$ cat config.mk
export PLATFORM = sky130hd
export DESIGN_NAME = sclk_frame_gen
export DESIGN_NICKNAME = d
export VERILOG_FILES = /design/src/rtl/sclk_frame_pkg.sv /design/src/rtl/sclk_prescale.sv /design/src/rtl/sclk_framer.sv /design/src/rtl/sclk_frame_gen.sv
export SDC_FILE = /design/constraint.sdc
export NUM_CORES = 1
export LEC_CHECK = 0
export BUFFER_PORTS_ARGS = -buffer_cell sky130_fd_sc_hd__buf_4
export CORE_MARGIN = 2
export CORE_UTILIZATION = 49
export DETAILED_ROUTE_END_ITERATION = 8
export PLACE_DENSITY_LB_ADDON = 0.15
export SKIP_LAST_GASP = 1
export SLEW_MARGIN = 20
export SYNTH_ARGS = -nofsm -noshare
export SYNTH_HDL_FRONTEND = slang
export SYNTH_SLANG_ARGS = --single-unit
$ cat constraint.sdc
create_clock -name clk -period 2.6 [get_ports clk]
set_input_delay 0.52 -clock clk [delete_from_list [all_inputs] [get_ports clk]]
set_output_delay 0.52 -clock clk [all_outputs]
set_load 0.01 [all_outputs]
$ cat src/rtl/sclk_frame_pkg.sv
package sclk_frame_pkg;

    localparam int MOD_W   = 8;
    localparam int WL_W    = 2;
    localparam int DC_W    = 5;
    localparam int MAX_BPW = 16;
    localparam int BI_W    = $clog2(MAX_BPW);

    typedef enum logic [1:0] {
        ST_IDLE = 2'd0,
        ST_RUN  = 2'd1,
        ST_HALT = 2'd2
    } ctl_state_e;

    typedef struct packed {
        logic             range_x8;
        logic [MOD_W-1:0] modulus;
        logic [WL_W-1:0]  wlen;
        logic [DC_W-1:0]  frame_div;
        logic             network;
        logic             sync_short;
    } gen_cfg_t;

    function automatic logic [BI_W:0] bits_per_word(input logic [WL_W-1:0] code);
        logic [BI_W:0] n;
        unique case (code)
            2'b00:   n = (BI_W+1)'(8);
            2'b01:   n = (BI_W+1)'(10);
            2'b10:   n = (BI_W+1)'(12);
            default: n = (BI_W+1)'(16);
        endcase
        return n;
    endfunction

    function automatic logic cfg_is_illegal(input gen_cfg_t c);
        return c.network && (c.frame_div == '0);
    endfunction

endpackage

$ cat src/rtl/sclk_prescale.sv
module sclk_prescale #(
    parameter int MOD_W     = 8,
    parameter int RANGE_DIV = 8
) (
    input  logic             clk,
    input  logic             rst_n,
    input  logic             clear,
    input  logic             range_x8,
    input  logic [MOD_W-1:0] modulus,
    output logic             half_tick
);
    localparam int R_W = (RANGE_DIV > 1) ? $clog2(RANGE_DIV) : 1;
    localparam logic [R_W-1:0] R_LAST = R_W'(RANGE_DIV - 1);

    logic [R_W-1:0]   fix_cnt_q;
    logic [MOD_W-1:0] mod_cnt_q;
    logic             pair_q;
    logic             fix_tick;
    logic             mod_tick;

    // stage 1: optional fixed divider
    assign fix_tick = !range_x8 || (fix_cnt_q == R_LAST);
    // stage 2: modulus divider (M+1)
    assign mod_tick = fix_tick && (mod_cnt_q == modulus);
    // stage 3: divide by two; the toggle in the framer gives the last /2
    assign half_tick = mod_tick && pair_q;

    always_ff @(posedge clk) begin
        if (!rst_n || clear) begin
            fix_cnt_q <= '0;
            mod_cnt_q <= '0;
            pair_q    <= 1'b0;
        end else begin
            if (range_x8) begin
                fix_cnt_q <= (fix_cnt_q == R_LAST) ? '0 : fix_cnt_q + 1'b1;
            end else begin
                fix_cnt_q <= '0;
            end
            if (fix_tick) begin
                mod_cnt_q <= (mod_cnt_q == modulus) ? '0 : mod_cnt_q + 1'b1;
            end
            if (mod_tick) begin
                pair_q <= ~pair_q;
            end
        end
    end

endmodule

$ cat src/rtl/sclk_framer.sv
module sclk_framer #(
    parameter int BI_W = 4,
    parameter int DC_W = 5
) (
    input  logic            clk,
    input  logic            rst_n,
    input  logic            clear,
    input  logic            half_tick,
    input  logic [BI_W-1:0] last_bit,
    input  logic [DC_W-1:0] last_word,
    input  logic            sync_short,
    output logic            wrap_pending,
    output logic            bit_clk,
    output logic            bit_rise,
    output logic            bit_fall,
    output logic            word_start,
    output logic            frame_start,
    output logic            frame_sync
);
    logic            clk_q, rise_q, fall_q, wst_q, fst_q, sync_q, started_q;
    logic [BI_W-1:0] bi_q, bi_d;
    logic [DC_W-1:0] wi_q, wi_d;
    logic            rise_evt, fall_evt;

    assign rise_evt = half_tick && !clk_q;
    assign fall_evt = half_tick && clk_q;
    assign wrap_pending = rise_evt && started_q && (bi_q == last_bit) && (wi_q == last_word);

    always_comb begin
        if (!started_q) begin
            bi_d = '0;
            wi_d = '0;
        end else if (bi_q == last_bit) begin
            bi_d = '0;
            wi_d = (wi_q == last_word) ? '0 : wi_q + 1'b1;
        end else begin
            bi_d = bi_q + 1'b1;
            wi_d = wi_q;
        end
    end

    always_ff @(posedge clk) begin
        if (!rst_n || clear) begin
            clk_q     <= 1'b0;
            rise_q    <= 1'b0;
            fall_q    <= 1'b0;
            wst_q     <= 1'b0;
            fst_q     <= 1'b0;
            sync_q    <= 1'b0;
            started_q <= 1'b0;
            bi_q      <= '0;
            wi_q      <= '0;
        end else begin
            rise_q <= rise_evt;
            fall_q <= fall_evt;
            wst_q  <= 1'b0;
            fst_q  <= 1'b0;
            if (half_tick) begin
                clk_q <= ~clk_q;
            end
            if (rise_evt) begin
                started_q <= 1'b1;
                bi_q      <= bi_d;
                wi_q      <= wi_d;
                wst_q     <= (bi_d == '0);
                fst_q     <= (bi_d == '0) && (wi_d == '0);
                sync_q    <= (wi_d == '0) && (!sync_short || (bi_d == '0));
            end
        end
    end

    assign bit_clk     = clk_q;
    assign bit_rise    = rise_q;
    assign bit_fall    = fall_q;
    assign word_start  = wst_q;
    assign frame_start = fst_q;
    assign frame_sync  = sync_q;

endmodule

$ cat src/rtl/sclk_frame_gen.sv
module sclk_frame_gen
    import sclk_frame_pkg::*;
#(
    parameter int RANGE_DIV = 8
) (
    input  logic             clk,
    input  logic             rst_n,
    input  logic             enable,
    input  logic             cfg_range_x8,
    input  logic [MOD_W-1:0] cfg_modulus,
    input  logic [WL_W-1:0]  cfg_wlen,
    input  logic [DC_W-1:0]  cfg_frame_div,
    input  logic             cfg_network,
    input  logic             cfg_sync_short,
    output logic             bit_clk,
    output logic             bit_rise,
    output logic             bit_fall,
    output logic             word_start,
    output logic             frame_start,
    output logic             frame_sync,
    output logic             cfg_error
);
    ctl_state_e state_q, state_d;
    gen_cfg_t   cfg_in, act_cfg;
    logic       in_bad, load_cfg, run_ok, wrap_pending, half_tick;
    logic [BI_W:0]   bpw;
    logic [BI_W-1:0] last_bit;

    assign cfg_in = '{range_x8:   cfg_range_x8,
                      modulus:    cfg_modulus,
                      wlen:       cfg_wlen,
                      frame_div:  cfg_frame_div,
                      network:    cfg_network,
                      sync_short: cfg_sync_short};
    assign in_bad = cfg_is_illegal(cfg_in);

    // next-state logic
    always_comb begin
        state_d = state_q;
        unique case (state_q)
            ST_IDLE: if (enable) state_d = in_bad ? ST_HALT : ST_RUN;   // T_START / T_START_BAD
            ST_RUN: begin
                if (!enable)                     state_d = ST_IDLE;      // T_STOP
                else if (wrap_pending && in_bad) state_d = ST_HALT;      // T_WRAP_BAD
            end
            ST_HALT: begin
                if (!enable)     state_d = ST_IDLE;                      // T_STOP
                else if (!in_bad) state_d = ST_RUN;                      // T_RECOVER
            end
            default: state_d = ST_IDLE;
        endcase
    end

    // state register
    always_ff @(posedge clk) begin
        if (!rst_n) state_q <= ST_IDLE;
        else        state_q <= state_d;
    end

    // control outputs of the state machine
    always_comb begin
        run_ok    = (state_q == ST_RUN) && (state_d == ST_RUN);
        load_cfg  = (state_d == ST_RUN) &&
                    ((state_q != ST_RUN) || wrap_pending);
        cfg_error = (state_q == ST_HALT);
    end

    always_ff @(posedge clk) begin
        if (!rst_n)        act_cfg <= '0;
        else if (load_cfg) act_cfg <= cfg_in;
    end

    assign bpw      = bits_per_word(act_cfg.wlen);
    assign last_bit = BI_W'(bpw - 1'b1);

    sclk_prescale #(
        .MOD_W     (MOD_W),
        .RANGE_DIV (RANGE_DIV)
    ) u_prescale (
        .clk       (clk),
        .rst_n     (rst_n),
        .clear     (!run_ok),
        .range_x8  (act_cfg.range_x8),
        .modulus   (act_cfg.modulus),
        .half_tick (half_tick)
    );

    sclk_framer #(
        .BI_W (BI_W),
        .DC_W (DC_W)
    ) u_framer (
        .clk          (clk),
        .rst_n        (rst_n),
        .clear        (!run_ok),
        .half_tick    (half_tick),
        .last_bit     (last_bit),
        .last_word    (act_cfg.frame_div),
        .sync_short   (act_cfg.sync_short),
        .wrap_pending (wrap_pending),
        .bit_clk      (bit_clk),
        .bit_rise     (bit_rise),
        .bit_fall     (bit_fall),
        .word_start   (word_start),
        .frame_start  (frame_start),
        .frame_sync   (frame_sync)
    );

endmodule

**Word-level counts from Yosys, hierarchy flattened**

Index checks and enable logic that the tools add are counted.

- Input bits: 21
- Logic and storage cells: 80
- Output and inout bits: 7
- Bits in registers: 47

- Equal/unequal tests: 10
- Reductions and logical operators: 29
- Bitwise gates (word level): 4
- Mux-type cells: 14
- $add $sub $neg: 5

Operators with widths:

| kind | number |
|---|---|
| 2-to-1 mux 5 bit | 3 |
| logical AND 1 bit | 13 |
| 2-to-1 mux 2 bit | 6 |
| case mux 4 bit (3 select lines) | 1 |
| logical NOT 5 bit | 2 |
| adder 8 x 1 -> 8 bit (second input constant) | 1 |
| == test 8 bit | 1 |
| 2-to-1 mux 4 bit | 2 |
| 2-to-1 mux 8 bit | 1 |
| == test 2 x 1 -> 1 bit (second input constant) | 3 |
| case mux 2 bit (3 select lines) | 1 |
| adder 5 x 1 -> 5 bit (second input constant) | 1 |
| == test 5 bit | 1 |
| logical NOT 1 bit | 5 |
| adder 4 x 1 -> 4 bit (second input constant) | 1 |
| == test 2 bit (second input constant) | 2 |
| == test 4 bit | 1 |
| logical NOT 2 bit | 2 |
| logical NOT 4 bit | 1 |
| logical OR 1 bit | 4 |
| NOT 1 bit | 4 |
| subtractor 4 x 1 -> 4 bit (second input constant) | 1 |
| adder 3 x 1 -> 3 bit (second input constant) | 1 |
| == test 3 bit (second input constant) | 1 |
| other kinds (3) | 3 |

**Depth between registers and ports, before layout**

- Depth in word-level cells: 17
- Gate-level depth with buffers: 9
- Depth with buffers taken out: 8

**By module**

A second synthesis with hierarchy kept.

- Cells, all modules: 277
- Area, all modules: 2414.8 µm²

Modules (own cells, without submodules):

| module | area an instance (µm²) | seq. area each (µm²) | cells each | instances |
|---|---|---|---|---|
| sclk_framer | 924.6 | 320.3 | 114 | 1 |
| sclk_frame_gen | 878.3 | 380.4 | 98 | 1 |
| sclk_prescale | 611.8 | 240.2 | 65 | 1 |

**Least setup slack after synthesis**

Ideal clock, no wire load.

- Path kind: reg-to-reg
- Start: register act_cfg[7] (netlist bit)
- End: register u_framer.clk_q (netlist: u_framer.bit_clk)
- Clock period less this slack: 2.407 ns
- Required time: 2.472 ns
- Slack: 0.193 ns
- Setup time: 0.128 ns
- Cell stages (with the launch flop): 9
- Arrival: 2.279 ns
- Buffers on the path: 1
- Cell sequence: dfxtp_1 -> inv_1 -> ha_1 -> xnor2_1 -> nor4b_2 -> nand4_1 -> o31ai_1 -> clkbuf_1 -> nor2_1

- Cells in the longest elaborated chain, start to end: 14
- Elaborated cells on any way between the ends: 16
- Classes of those cells: 1 x add/sub; 4 x eq/ne; 4 x mux; 7 x reduce/logical

RTL lines:

| element | RTL line | source |
|---|---|---|
| start: declaration | sclk_frame_gen.sv:24 | `gen_cfg_t cfg_in, act_cfg;` |
| start signal: assignment | sclk_frame_gen.sv:70 | `else if (load_cfg) act_cfg <= cfg_in;` |
| == test 2 bit, or another cell as far along | sclk_frame_pkg.sv:26 | `unique case (code)` |
| case mux 4 bit (3 select lines) (*) | sclk_frame_pkg.sv:26 |  |
| subtractor 4 x 1 -> 4 bit (*) | sclk_frame_gen.sv:74 | `assign last_bit = BI_W'(bpw - 1'b1);` |
| == test 4 bit (*) | sclk_framer.sv:27 | `assign wrap_pending = rise_evt && started_q && (bi_q == last_bit) && (wi_q == last_word);` |
| logical AND 1 bit (*) (2 in a row) | sclk_framer.sv:27 |  |
| logical AND 1 bit (*) | sclk_frame_gen.sv:44 | `else if (wrap_pending && in_bad) state_d = ST_HALT;` |
| 2-to-1 mux 2 bit (*) | sclk_frame_gen.sv:44 |  |
| 2-to-1 mux 2 bit (*) | sclk_frame_gen.sv:43 | `if (!enable) state_d = ST_IDLE;` |
| case mux 2 bit (3 select lines) (*) | sclk_frame_gen.sv:40 | `unique case (state_q)` |
| == test 2 x 1 -> 1 bit (*) | sclk_frame_gen.sv:62 | `run_ok = (state_q == ST_RUN) && (state_d == ST_RUN);` |
| logical AND 1 bit (*) | sclk_frame_gen.sv:62 |  |
| logical NOT 1 bit (*) | sclk_frame_gen.sv:94 | `.clear (!run_ok),` |
| logical OR 1 bit (*) | sclk_framer.sv:43 | `if (!rst_n \|\| clear) begin` |
| end signal: assignment | sclk_framer.sv:59 | `clk_q <= ~clk_q;` |
| end: declaration | sclk_framer.sv:20 | `logic clk_q, rise_q, fall_q, wst_q, fst_q, sync_q, started_q;` |

Every way passes the cells marked *; elsewhere a longest branch is shown, timed or not.
A chain may end at the register's enable or synchronous reset.

**Worst setup path in the final report**

- Start: register u_prescale.mod_cnt_q[5]
- End: register u_framer.wi_q[2]

- Cells in the longest elaborated chain, start to end: 15

RTL lines:

| element | RTL line | source |
|---|---|---|
| start: declaration | sclk_prescale.sv:16 | `logic [MOD_W-1:0] mod_cnt_q;` |
| start signal: assignment | sclk_prescale.sv:40 | `mod_cnt_q <= (mod_cnt_q == modulus) ? '0 : mod_cnt_q + 1'b1;` |
| == test 8 bit (*) | sclk_prescale.sv:24 | `assign mod_tick = fix_tick && (mod_cnt_q == modulus);` |
| logical AND 1 bit (*) | sclk_prescale.sv:24 |  |
| logical AND 1 bit (*) | sclk_prescale.sv:26 | `assign half_tick = mod_tick && pair_q;` |
| logical AND 1 bit (*) | sclk_framer.sv:25 | `assign rise_evt = half_tick && !clk_q;` |
| logical AND 1 bit (3 in a row) | sclk_framer.sv:27 |  |
| logical AND 1 bit | sclk_frame_gen.sv:44 |  |
| 2-to-1 mux 2 bit | sclk_frame_gen.sv:44 |  |
| 2-to-1 mux 2 bit | sclk_frame_gen.sv:43 |  |
| case mux 2 bit (3 select lines) | sclk_frame_gen.sv:40 |  |
| == test 2 x 1 -> 1 bit | sclk_frame_gen.sv:62 |  |
| logical AND 1 bit | sclk_frame_gen.sv:62 |  |
| logical NOT 1 bit | sclk_frame_gen.sv:94 |  |
| logical OR 1 bit | sclk_framer.sv:43 |  |
| end signal: assignment | sclk_framer.sv:64 | `wi_q <= wi_d;` |
| end: declaration | sclk_framer.sv:22 | `logic [DC_W-1:0] wi_q, wi_d;` |

Marks and branches as above.

==> reports/results.txt <==
number of antenna violations at the first check in global routing: 0
Met3 Wirelength: 193 um
DRC: 0
sw frac: 25.6%
layout cell share with drive strength beyond 1: 16.8%
leading area contributor after synthesis: dfxtp_1
total wirelength of the detailed-routed design: 4.81 mm
multiplexer area fraction after synthesis: 0.430%
gate count of the mapped netlist: 281
clock buffer count from CTS: 5
sequential fraction of design power: 56.6%
Max clock buf depth: 2
worst hold path class: input port to flip-flop
site row count: 25
Total Die Area: 5320 sq um
combinational family with the most area after synthesis: simple AND/OR/NAND/NOR gates
top-level port count: 28
via count of the first global-routing pass: 1,877
share of the yosys chip area belonging to registers: 40.4%
global route overflow: 0
Worst-Margin Slew: 0.427 ns
Antenna Nets Post-Route: 0
net count after synthesis: 309
Placement Setup Slack: 0.107 ns
power per cell area: 486 nW/um^2
number of diodes: 0
# port buffers: 27
first-pass GRT wire length: 8.56 mm
Die Span Y: 72.9 um
worst setup margin: 0.132 ns
number of sinks driven by the clock tree: 47
total global-route track usage: 20.2%
total number of nets in the final design: 342
maximum clock skew at final layout: 0.00668 ns
M1 wire length: 2.48 mm
Setup TNS Final: 0 ns
setup repair after global routing missed its margin: false
insertion delay to the later sink of the worst-skew pair: 0.30 ns
status: finished clean
largest net degree at the start of global routing: 37
gp weighted congestion: 0.832
final cycle utilization of the critical path: 94.9%
post-synthesis share of cell area spent on xor and xnor gates: 9.41%
internal power summed over all cells: 0.988 mW
TritonCTS clock tree: built
post-synthesis adder-cell area fraction: 3.76%
effective utilization at floorplan: 49.9%
number of violations of the max-capacitance limit: 0
Yosys Warn Count: 0
relative slew slack: 71.4%
simple logic cell fraction of the synthesized area: 28.8%
DR WL/cell: 13.0 um
worst setup path category: flip-flop to flip-flop
Unique masters post-synth: 44
P_leak: 1.09 nW
final standard cell area without fillers: 2740 sq um
cell area after placement: 2610 sq um
total half-perimeter wirelength after legalization and detailed placement: 3.61 mm
fraction of the mapped netlist area in compound gates: 13.6%
Layout Area Growth over Synthesis: 17.6%
number of setup violations in the final report: 0
worst-path fanout max: 12
buffer type at the clock tree root: clkbuf_8
count of H-tree levels built during CTS: 2
Logic pwr share: 9.8%
P_sw: 0.341 mW
count of hold-fix buffers inserted at cts: 0
clock share of power: 33.6%
nature of the critical path endpoint: flip-flop
average size of a mapped cell: 8.28 sq um
category of the worst setup path launch point: flip-flop
synthesis-stage register bit count: 47
count of pins over their slew limit: 0
Starting DRT DRC Count: 83
end-of-flow core utilization: 58.7%
Max IR drop VDD: 0.327 mV
Clock Pin Slew Worst Setup and Hold Paths: 0.09 ns
Final Critical Period: 2.47 ns
met2 routed wirelength: 2.06 mm
DR vias/cell: 5.44
minimum hold slack: 0.425 ns
portion of synthesized cell area occupied by the leading cell type: 40.4%
Arrival @ worst endpoint: 2.70 ns
placeable core region: 4660 sq um
final count of hold timing violations: 0
worst path required time: 2.83 ns
die width: 72.9 um
highest metal layer with signal wires: met4
leading post-synthesis cells by cell area: dfxtp_1 40%, xor2_1 7.2%, nand2_1 6.1%, nand3_1 4.7%, o21ai_0 4.7%
routed vias: 2,009
achievable frequency: 405 MHz
Post-Syn Area: 2330 sq um
number of optimization iterations in the first detailed-route pass: 4
==> power groups by stage <==
stage | clock network (mW) | logic [mW] | registers, mW
floorplan | 0 | 0.0845 | 0.764
global placement | 0 | 0.128 | 0.768
detailed placement | 0 | 0.128 | 0.769
CTS | 0.462 | 0.129 | 0.752
global route | 0.488 | 0.150 | 0.755
finish | 0.447 | 0.130 | 0.752
==> critical path: stages (launching register included) <==
cell and delay (ns):
dfxtp_1 0.34, xor2_1 0.18, or4_1 0.56, or4_4 0.61
or4_1 0.53, a31oi_1 0.17
==> cells by family (layout without fill, tap and decap cells) <==
logic type	count (synthesis)	after routing
fa+ha+maj	7	7
buf+inv	20	54
simple gates	128	128
xor+xnor	25	25
mux	1	1
flops	47	47
compound gates	53	53
==> cells in the final DEF, fill, tap and decap left out, types with 5 or more instances in the layout <==
master / count
buf_4: 39
ha_1: 7
nand2_1: 38
nor2_1: 17
nand3_1: 22
a21oi_1: 12
nor2b_1: 8
xnor2_1: 5
nor4_1: 6
xor2_1: 19
clkbuf_8: 5
nand4_1: 7
inv_1: 7
o21ai_0: 22
dfxtp_1: 47
and3_1: 5
==> area by class of cell <==
cell class	instances	area, sq um
inverters	7	26.3
well taps	54	67.6
flip-flops and latches	47	941
repair buffers	39	293
multi-input cells	214	1320
clock buffers	5	68.8
clock inverters	3	23.8
fillers	454	1920
==> cells in the mapped netlist (all sizes together) <==
cell type	count
a2111oi	1
a211oi	1
a21boi	1
a21o	2
a21oi	12
a221o	1
a22oi	1
a311oi	2
a31oi	3
and2	3
and3	5
and4	2
buf	2
clkbuf	11
dfxtp	47
ha	7
inv	7
mux2i	1
nand2	38
nand2b	2
nand3	22
nand3b	1
nand4	7
nand4b	1
nor2	17
nor2b	8
nor3	3
nor3b	3
nor4	6
nor4b	1
o21ai	22
o21ba	1
o21bai	1
o22ai	2
o31ai	2
o41ai	1
or3	3
or4	4
or4b	2
xnor2	6
xor2	19
==> per-stage QoR <==
stage / instances / total power, mW
floorplan: 281 / 0.849
CTS: 366 / 1.34
detailed placement: 358 / 0.897
global route: 369 / 1.39
finish: 369 / 1.33
global placement: 358 / 0.896
==> layer usage <==
layer / track usage [%] / vias up
li1: - / 1055
met1: 29.1 / 903
met2: 30.3 / 44
met3: 4.42 / 7
met4: 5.97 / 0
met5: 0 / -
==> flip-flops by register name (all words and copies together), names as in the netlist <==
signal                flops
act_cfg                  17
state_q                   2
u_framer.bit_clk          1
u_framer.frame_start      1
u_prescale.pair_q         1
u_framer.frame_sync       1
u_prescale.mod_cnt_q      8
u_framer.bit_rise         1
u_framer.wi_q             5
u_framer.bit_fall         1
u_framer.bi_q             4
u_prescale.fix_cnt_q      3
u_framer.started_q        1
u_framer.word_start       1
==> what timing repair did <==
action,CTS,global route
setup endpoints to repair,0,4
gates resized for setup,0,1
endpoints found under the hold margin,0,0
buffers inserted,0,3
==> final timing paths <==
path | from | endpoint | slack [ns] | depth (start not counted)
max reg2reg | u_prescale.mod_cnt_q[5]$_SDFFE_PP0N_ | u_framer.wi_q[2]$_SDFFE_PP0N_ | 0.13 | 5
max | u_prescale.mod_cnt_q[5]$_SDFFE_PP0N_ | u_framer.wi_q[2]$_SDFFE_PP0N_ | 0.13 | 5
min | cfg_modulus[0] | act_cfg[9]$_SDFFE_PN0P_ | 0.42 | 3
min reg2reg | u_prescale.fix_cnt_q[0]$_SDFF_PP0_ | u_prescale.fix_cnt_q[0]$_SDFF_PP0_ | 0.44 | 1
Note: power is estimated with default switching activity, not from simulation.
